$ cat config.mk
export PLATFORM = sky130hd
export DESIGN_NAME = secctl_regblock
export DESIGN_NICKNAME = d
export VERILOG_FILES = /design/src/rtl/secctl_pkg.sv /design/src/rtl/secctl_lockreg.sv /design/src/rtl/secctl_keygate.sv /design/src/rtl/secctl_ctrlreg.sv /design/src/rtl/secctl_regblock.sv
export SDC_FILE = /design/constraint.sdc
export NUM_CORES = 1
export LEC_CHECK = 0
export BUFFER_PORTS_ARGS = -buffer_cell sky130_fd_sc_hd__clkbuf_2
export CORE_UTILIZATION = 25
export DETAILED_ROUTE_END_ITERATION = 10
export PLACE_DENSITY = 0.48
export REMOVE_ABC_BUFFERS = 1
export SETUP_SLACK_MARGIN = 0.2
export SLEW_MARGIN = 10
export SYNTH_ARGS = -nofsm -noshare
export SYNTH_HDL_FRONTEND = slang
export SYNTH_SLANG_ARGS = --single-unit
$ cat constraint.sdc
create_clock -name clk -period 2.33 [get_ports clk]
set_clock_uncertainty 0.1 [all_clocks]
set_input_delay 0.1165 -clock clk [delete_from_list [all_inputs] [get_ports clk]]
set_output_delay 0.1165 -clock clk [all_outputs]
set_load 0.005 [all_outputs]
$ cat src/rtl/secctl_pkg.sv
// Package: shared constants for the lockable security control register.
// Assumes byte offsets on a 32-bit word bus, only word-aligned accesses.
package secctl_pkg;
    localparam int DATA_W  = 32;
    localparam int ADDR_W  = 8;
    localparam int LOCK_W  = 5;

    localparam logic [ADDR_W-1:0] OFS_CTRL = 8'h00;
    localparam logic [ADDR_W-1:0] OFS_LOCK = 8'h04;
    localparam logic [ADDR_W-1:0] OFS_KEY  = 8'h08;

    localparam logic [DATA_W-1:0] KEY_WORD    = 32'h757B_DF0D;
    localparam logic [DATA_W-1:0] CTRL_RST    = 32'h0C00_0000;
    localparam logic [DATA_W-1:0] CTRL_WRMASK = 32'h7FFF_FFFF;
    localparam int                PRIV_BIT    = 27;
    localparam int                EN_LO       = 9;
    localparam int                EN_W        = 3;
    localparam logic [DATA_W-1:0] KEY_BITS =
        (DATA_W'(1) << PRIV_BIT) | (DATA_W'((1 << EN_W) - 1) << EN_LO);

    // Control bits frozen by each lock bit, indexed by lock bit number.
    localparam logic [DATA_W-1:0] GRP_MASK [LOCK_W] = '{
        32'h0000_007F,   // lock 0: bits 6:0
        32'h0000_0080,   // lock 1: bit 7
        32'h0000_0100,   // lock 2: bit 8
        32'h0000_0E00,   // lock 3: bits 11:9
        32'h0000_1000    // lock 4: bit 12
    };
endpackage

$ cat src/rtl/secctl_lockreg.sv
// Module: set-only lock register.
// Each write ORs the new bits into the held value; only reset clears them.
module secctl_lockreg
    import secctl_pkg::*;
(
    input  logic              clk,
    input  logic              rst_n,
    input  logic              wr_en,
    input  logic [LOCK_W-1:0] wr_bits,
    output logic [LOCK_W-1:0] lock_q
);
    // Accumulate lock bits; a written 0 never clears a held 1.
    always_ff @(posedge clk) begin
        if (!rst_n)     lock_q <= '0;
        else if (wr_en) lock_q <= lock_q | wr_bits;
    end

    p_lock_sticky_r2: assert property (@(posedge clk) disable iff (!rst_n)
        1'b1 |=> ((lock_q & $past(lock_q)) == $past(lock_q)));
endmodule

$ cat src/rtl/secctl_keygate.sv
// Module: unlock key comparator and register-window state.
// Assumes key_wr is only asserted while the window is open.
module secctl_keygate
    import secctl_pkg::*;
(
    input  logic              clk,
    input  logic              rst_n,
    input  logic              key_wr,
    input  logic [DATA_W-1:0] key_data,
    output logic              key_hit,
    output logic              key_miss,
    output logic              win_open
);
    logic match;

    // Compare the written word with the fixed key.
    always_comb begin
        match    = (key_data == KEY_WORD);
        key_hit  = key_wr && match;
        key_miss = key_wr && !match;
    end

    // Window opens at reset and closes for good on a wrong key.
    always_ff @(posedge clk) begin
        if (!rst_n)        win_open <= 1'b1;
        else if (key_miss) win_open <= 1'b0;
    end

    p_closed_stays_r7: assert property (@(posedge clk) disable iff (!rst_n)
        !win_open |=> !win_open);
    p_hit_keeps_open_r5: assert property (@(posedge clk) disable iff (!rst_n)
        key_hit |=> win_open);
endmodule

$ cat src/rtl/secctl_ctrlreg.sv
// Module: control word with per-group freeze, key overrides and the
// sticky inconsistency flag. Assumes wr_en, key_hit, key_miss are
// mutually exclusive (one address per cycle).
module secctl_ctrlreg
    import secctl_pkg::*;
(
    input  logic              clk,
    input  logic              rst_n,
    input  logic              wr_en,
    input  logic [DATA_W-1:0] wr_data,
    input  logic [LOCK_W-1:0] lock,
    input  logic              key_hit,
    input  logic              key_miss,
    output logic [DATA_W-1:0] ctrl_q,
    output logic              incons_q
);
    logic [DATA_W-1:0] grp_frz [LOCK_W];
    logic [DATA_W-1:0] frz;
    logic [DATA_W-1:0] ctrl_d;
    logic [EN_W-1:0]   en_fld;
    logic              en_bad;

    // One masked term per lock bit.
    for (genvar g = 0; g < LOCK_W; g++) begin : g_grp
        assign grp_frz[g] = lock[g] ? GRP_MASK[g] : '0;
    end

    // Merge the per-group terms into one frozen-bit mask.
    always_comb begin
        frz = '0;
        for (int g = 0; g < LOCK_W; g++) frz = frz | grp_frz[g];
    end

    // Next value: write merge, then key overrides.
    always_comb begin
        ctrl_d = ctrl_q;
        if (wr_en)    ctrl_d = ((wr_data & ~frz) | (ctrl_q & frz)) & CTRL_WRMASK;
        if (key_hit)  ctrl_d = ctrl_q | KEY_BITS;
        if (key_miss) ctrl_d = ctrl_q & ~KEY_BITS;
    end

    // Hold the control word.
    always_ff @(posedge clk) begin
        if (!rst_n) ctrl_q <= CTRL_RST;
        else        ctrl_q <= ctrl_d;
    end

    // Detect a mixed enable field.
    always_comb begin
        en_fld = ctrl_q[EN_LO +: EN_W];
        en_bad = (en_fld != '0) && (en_fld != '1);
    end

    // Latch the inconsistency until reset.
    always_ff @(posedge clk) begin
        if (!rst_n) incons_q <= 1'b0;
        else        incons_q <= incons_q | en_bad;
    end

    p_top_bit_zero_r4: assert property (@(posedge clk) disable iff (!rst_n)
        ctrl_q[DATA_W-1] == 1'b0);
    p_frozen_hold_r3: assert property (@(posedge clk) disable iff (!rst_n)
        !key_hit && !key_miss |=> (((ctrl_q ^ $past(ctrl_q)) & $past(frz)) == '0));
    p_key_sets_r5: assert property (@(posedge clk) disable iff (!rst_n)
        key_hit |=> ((ctrl_q & KEY_BITS) == KEY_BITS));
    p_miss_clears_r6: assert property (@(posedge clk) disable iff (!rst_n)
        key_miss |=> ((ctrl_q & KEY_BITS) == '0));
    p_flag_sets_r8: assert property (@(posedge clk) disable iff (!rst_n)
        en_bad |=> incons_q);
    p_flag_sticky_r8: assert property (@(posedge clk) disable iff (!rst_n)
        incons_q |=> incons_q);
endmodule

$ cat src/rtl/secctl_regblock.sv
// Module: top of the lockable security control register.
// Decodes word offsets, gates every access with the window state and
// drives the read mux. Reads are combinational; writes land on the edge.
module secctl_regblock
    import secctl_pkg::*;
(
    input  logic              clk,
    input  logic              rst_n,
    input  logic [ADDR_W-1:0] bus_addr,
    input  logic              bus_we,
    input  logic [DATA_W-1:0] bus_wdata,
    output logic [DATA_W-1:0] bus_rdata,
    output logic [DATA_W-1:0] ctrl_value,
    output logic              win_open,
    output logic              field_incons
);
    logic              wr_ok;
    logic              ctrl_wr, lock_wr, key_wr;
    logic              key_hit, key_miss;
    logic [LOCK_W-1:0] lock_q;

    // Qualify and decode write strobes.
    always_comb begin
        wr_ok   = bus_we && win_open;
        ctrl_wr = wr_ok && (bus_addr == OFS_CTRL);
        lock_wr = wr_ok && (bus_addr == OFS_LOCK);
        key_wr  = wr_ok && (bus_addr == OFS_KEY);
    end

    secctl_lockreg u_lock (
        .clk     (clk),
        .rst_n   (rst_n),
        .wr_en   (lock_wr),
        .wr_bits (bus_wdata[LOCK_W-1:0]),
        .lock_q  (lock_q)
    );

    secctl_keygate u_key (
        .clk      (clk),
        .rst_n    (rst_n),
        .key_wr   (key_wr),
        .key_data (bus_wdata),
        .key_hit  (key_hit),
        .key_miss (key_miss),
        .win_open (win_open)
    );

    secctl_ctrlreg u_ctrl (
        .clk      (clk),
        .rst_n    (rst_n),
        .wr_en    (ctrl_wr),
        .wr_data  (bus_wdata),
        .lock     (lock_q),
        .key_hit  (key_hit),
        .key_miss (key_miss),
        .ctrl_q   (ctrl_value),
        .incons_q (field_incons)
    );

    // Read mux; everything reads zero once the window has closed.
    always_comb begin
        bus_rdata = '0;
        if (win_open) begin
            case (bus_addr)
                OFS_CTRL: bus_rdata = ctrl_value;
                OFS_LOCK: bus_rdata = {{(DATA_W-LOCK_W){1'b0}}, lock_q};
                default:  bus_rdata = '0;
            endcase
        end
    end

    p_closed_reads_zero_r7: assert property (@(posedge clk) disable iff (!rst_n)
        !win_open |-> (bus_rdata == '0));
    p_closed_ctrl_holds_r7: assert property (@(posedge clk) disable iff (!rst_n)
        !win_open |=> $stable(ctrl_value));
    p_key_reads_zero_r9: assert property (@(posedge clk) disable iff (!rst_n)
        (bus_addr == OFS_KEY) |-> (bus_rdata == '0));
endmodule

==> out/metrics.cfg, run 1 <==
[worst_setup_path]
critPathCaptureType=flop
crit_type=in -> reg
slowest_delay_ps=560
path_buf_inv=2
crit_path_cell_trace=dlygate4sd3_1 > clkbuf_2 > nand4b_1 > or4_1 > o311a_4 > nor4b_2
start_kind=input port
arrival_ps=2190
slowest_stage=or4_1
critical_path.top_delay_family=simple AND/OR/NAND/NOR gates
cp_max_fo=5
cp.required_ps=2430

[floorplanning]
die_h_um=88.1
ios=109
die-area_mm2=0.00776
die_x_um=88.1
coreArea_mm2=0.00721
rows=31
start_util_pct=25.7

[clock_tree]
clk-insertion-delay-late_ps=280
cts_buffer_depth=2
htree_levels=2
cts_tree=built
path_clk_slew_ps=70
cts_buffers=5
ctsRootBufferMaster=clkbuf_8
clock-sinks=38

[sta]
slew_violations=0
rsz0062_at_grt=no
max_freq_ghz=0.477
min_period_ps=2100
hold_viol=0
setup_viol=0
final.setup.worst_slack_ps=233
fin_crit_sh_pct=90.0
relSlewSlack_pct=44.9
worst_pin_slew_ps=826

[placement]
port_buffers=106
place_inst=422
dpl.hpwl_um=4080
dpl_worst_slack_ps=213
gp_congestion=0.724

[yosys]
avgSynthCellArea_um2=8.35
ys_types=37
synth.cell_area_mm2=0.00185
ys_seq_area_share_pct=41.1
netlist_top_cells_area=dfxtp_1 (41%), and2_1 (9.5%), nand2_1 (8.5%)
yosysTopAreaCell=dfxtp_1
ys_ff_latch=38
yosys_warnings=0
yosys.area.top_type_share_pct=41.1
syn_inst=222

[final_layout]
utilization_pct=40.5
fin_cells=459
fillers=788
nets=402
final_common_cell=clkbuf_2
mostFrequentLayoutCells=clkbuf_2 (106), nand2_1 (42), dfxtp_1 (37)
drive_gt1_share_pct=38.6
n_antenna_cell=0
area_growth_pct=57.7

[power]
p_per_area_mw_per_mm2=422
p_leak_nw=1.31
ir_drop_mv=0.182
finalPower_w=0.00123

[hold_path]
worstHoldPathType=in -> reg

[route]
ant_nets=0
route.detailed.drc=0
avgViaCountPerCell=4.41
drtIter0Drc=74
routed_wl_um=5910
wl_per_cell_um=12.9
first_pass_iters=4
vias=2025

[outcome]
status=completed

[grt]
grt_pass1_wl_um=8560
antenna_found_initial=0
grt-ovfl-total=0
grt_max_degree=46
grt_pass1_vias=1765
gr-usage-all-layers_pct=14.3

[run]
cap_violations=0

==> through the flow <==
stage               TNS (ps)  instance area (um^2)  hold WS (ps)
CTS                        0                  2870          1.06
detailed placement         0                  2530           253
floorplan              -7880                  1790          88.3
global route               0                  2920          18.3
global placement           0                  2530           248
finish                     0                  2920          11.4
==> worst paths after layout <==
check | cells after the start | slack, ps | startpoint | endpoint
setup / recovery | 6 | 230 | bus_wdata[23] | u_ctrl.ctrl_q[11]
hold / removal | 3 | 10 | bus_wdata[8] | flop
setup reg to reg | 5 | 410 | u_key.win_open | u_ctrl.ctrl_q[16]
hold reg to reg | 2 | 360 | u_ctrl.ctrl_q[19] | u_ctrl.ctrl_q[19]
==> timing repair <==
| item | CTS | global route |
|---|---|---|
| gates resized for setup | 0 | 9 |
| setup endpoints to repair | 0 | 45 |
| endpoints found under the hold margin | 25 | 0 |
| hold buffers | 25 | 0 |
| buffers inserted | 0 | 2 |
==> worst reg2reg max path, cell delays in order (launching register included) <==
cell      delay [ps]
dfxtp_2          350
or3b_4           420
or4_1            560
buf_4            250
nand2_1           80
a21boi_1          50
==> metal layers <==
metal / GRT usage [%] / up-vias / wire, um
li1: - / 1040 / -
met1: 18.8 / 924 / 2860
met2: 24.1 / 59 / 2750
met3: 3.20 / 2 / 283
met4: 3.08 / 0 / 20
met5: 0 / - / 0
==> where the power goes <==
group          switching, W  internal [W]  total (W)
Sequential       0.00000102      0.000650   0.000651
Combinational     0.0000516     0.0000708   0.000122
Clock              0.000220      0.000239   0.000459
==> cells by family (layout without fill, tap and decap cells) <==
group / Yosys count / after routing / share of synthesized area, %
simple gates: 119 / 119 / 37.1
compound gates: 44 / 44 / 16.8
flops: 38 / 38 / 41.1
buf+inv: 19 / 156 / 4.32
other cells: 1 / 2 / 0.202
mux: 1 / 1 / 0.540
==> final cells by class <==
cell class              instances  area, um^2  share of cell area [%]
well taps                      99         124                    4.24
clock buffers                   7        86.3                    2.96
inverters                       3        11.3                   0.385
multi-input cells             166        1040                    35.5
clock inverters                 1        5.00                   0.171
repair buffers                145         895                    30.6
flip-flops and latches         38         762                    26.1
==> cell usage after synthesis <==
cell / number
mux2i_1: 1
a2111oi_0: 1
nand2_1: 42
o21ai_0: 6
nor4b_2: 3
nor4bb_1: 1
nor4b_1: 3
or3_1: 1
dfxtp_1: 38
nor2b_1: 4
nand3b_1: 3
a21oi_1: 4
a22o_1: 5
nand4b_1: 3
or3b_2: 1
buf_4: 2
nand4bb_1: 1
and2_1: 28
nor3_1: 4
o21a_1: 2
conb_1: 1
nand4_1: 2
clkbuf_1: 13
o311a_4: 1
or4b_1: 1
inv_1: 3
a21boi_1: 19
or4_1: 3
nand3_1: 9
nor4_1: 1
o21ai_1: 6
buf_2: 1
nor4_2: 1
or2_2: 2
nand2b_1: 1
or4b_2: 1
nor2_1: 4
(Power assumes the default switching activity.)
==> run 2: changes to the inputs <==
- CORE_UTILIZATION: 25 -> 33
- PLACE_DENSITY: 0.48 -> 0.6
==> out/metrics.cfg, run 2 (synthesis gave the netlist of run 1 again) <==
[outcome]
status=completed

[hold_path]
worstHoldPathType=in -> reg

[placement]
dpl.hpwl_um=3810
place_area_mm2=0.00248
port_buffers=106
gp_congestion=0.718
dpl_worst_slack_ps=231

[sta]
setup_viol=0
worst_pin_slew_ps=773
relSlewSlack_pct=48.5
hold_slack_ps=6.45
final.setup.worst_slack_ps=211
fin_crit_sh_pct=91.0
rsz0062_at_grt=yes
min_period_ps=2120
slew_violations=0
hold_viol=0
max_freq_ghz=0.472

[clock_tree]
cts_buffer_depth=2
htree_levels=2
cts_buffers=5
path_clk_slew_ps=80
clock-sinks=38
ctsRootBufferMaster=clkbuf_8
cts_tree=built
clk-insertion-delay-late_ps=280

[grt]
grt_pass1_wl_um=8690
grt-ovfl-total=0
grt_max_degree=46
grt_pass1_vias=1839
antenna_found_initial=0
gr-usage-all-layers_pct=18.3

[worst_setup_path]
start_kind=input port
critPathCaptureType=flop
cp.required_ps=2430
crit_type=in -> reg
cp_max_fo=5
arrival_ps=2210

[route]
routed_wl_um=5580
top_layer_used=met4
dr_wl_met3_um=260
vias=2054
met2_length_um=2780
ant_nets=0
first_pass_iters=4
wl_per_cell_um=13.0
avgViaCountPerCell=4.78
wirelength_met1_um=2460
route.detailed.drc=0
drtIter0Drc=108

[final_layout]
area_growth_pct=56.2
nets=403
final_common_cell=clkbuf_2
mostFrequentLayoutCells=clkbuf_2 (103), nand2_1 (42), dfxtp_1 (37)
design_area_mm2=0.00290
drive_gt1_share_pct=39.7
utilization_pct=54.9
n_antenna_cell=0

[power]
p_per_area_mw_per_mm2=413
finalPower_w=0.00120
ir_drop_mv=0.240
p_leak_nw=1.32

[run]
cap_violations=0

[floorplanning]
rows=26
die-area_mm2=0.00592
die_x_um=76.9
start_util_pct=35.2
die_h_um=76.9
coreArea_mm2=0.00527
ios=109

==> run 2: cell types whose count changed in the layout (fill, tap and decap cells not counted), sizes merged <==
cell    before  now
clkinv       1    2
buf         14   18
clkbuf     113  108
==> run 2: path summary, 6_finish.rpt <==
check | startpoint | endpoint | slack, ps | cells after the start
hold / removal | bus_wdata[4] | flop | 6 | 3
hold reg to reg | u_ctrl.ctrl_q[18] | u_ctrl.ctrl_q[18] | 360 | 2
setup / recovery | bus_wdata[23] | u_ctrl.ctrl_q[10] | 210 | 6
setup reg to reg | u_key.win_open | u_ctrl.ctrl_q[10] | 390 | 6
==> run 2: final cells by class <==
class                   count  area (um^2)
well taps                  70         87.6
fillers                   526         2370
flip-flops and latches     38          762
clock inverters             2         10.0
repair buffers            146          912
multi-input cells         166         1040
clock buffers               5         68.8
inverters                   3         11.3
==> run 2: repair_timing <==
item                                    in CTS  in global routing
hold endpoints to repair                    25                  0
resized for setup                            2                 13
gates cloned                                 0                  3
hold buffers                                25                  0
pin swaps                                    0                  4
buffers inserted                             0                  4
endpoints found under the setup margin      18                 34
==> run 2: layer usage <==
layer / GRT usage [%] / vias up
met5: 0 / -
met4: 6.54 / 0
met3: 3.93 / 6
met2: 31.7 / 69
met1: 22.1 / 942
li1: - / 1037
==> run 2: metrics by stage <==
stage          std cells  TNS, ps
6_report             430        0
2_1_floorplan        207    -7880
5_1_grt              430        0
3_5_place_dp         391        0
4_1_cts              423        0
3_3_place_gp         391        0
==> run 2: critical path, cell delays in order <==
cell and delay [ps]:
dlygate4sd3_1 550, clkbuf_2 120, nand4b_1 200, or4_4 560, o311a_4 420, nor4b_2 260
==> run 2: power breakdown <==
group / leakage (nW) / switching [W] / internal (W)
Combinational: 0.968 / 0.0000512 / 0.0000703
Sequential: 0.306 / 0.000000951 / 0.000650
Clock: 0.0438 / 0.000223 / 0.000201
Total: 1.32 / 0.000275 / 0.000921
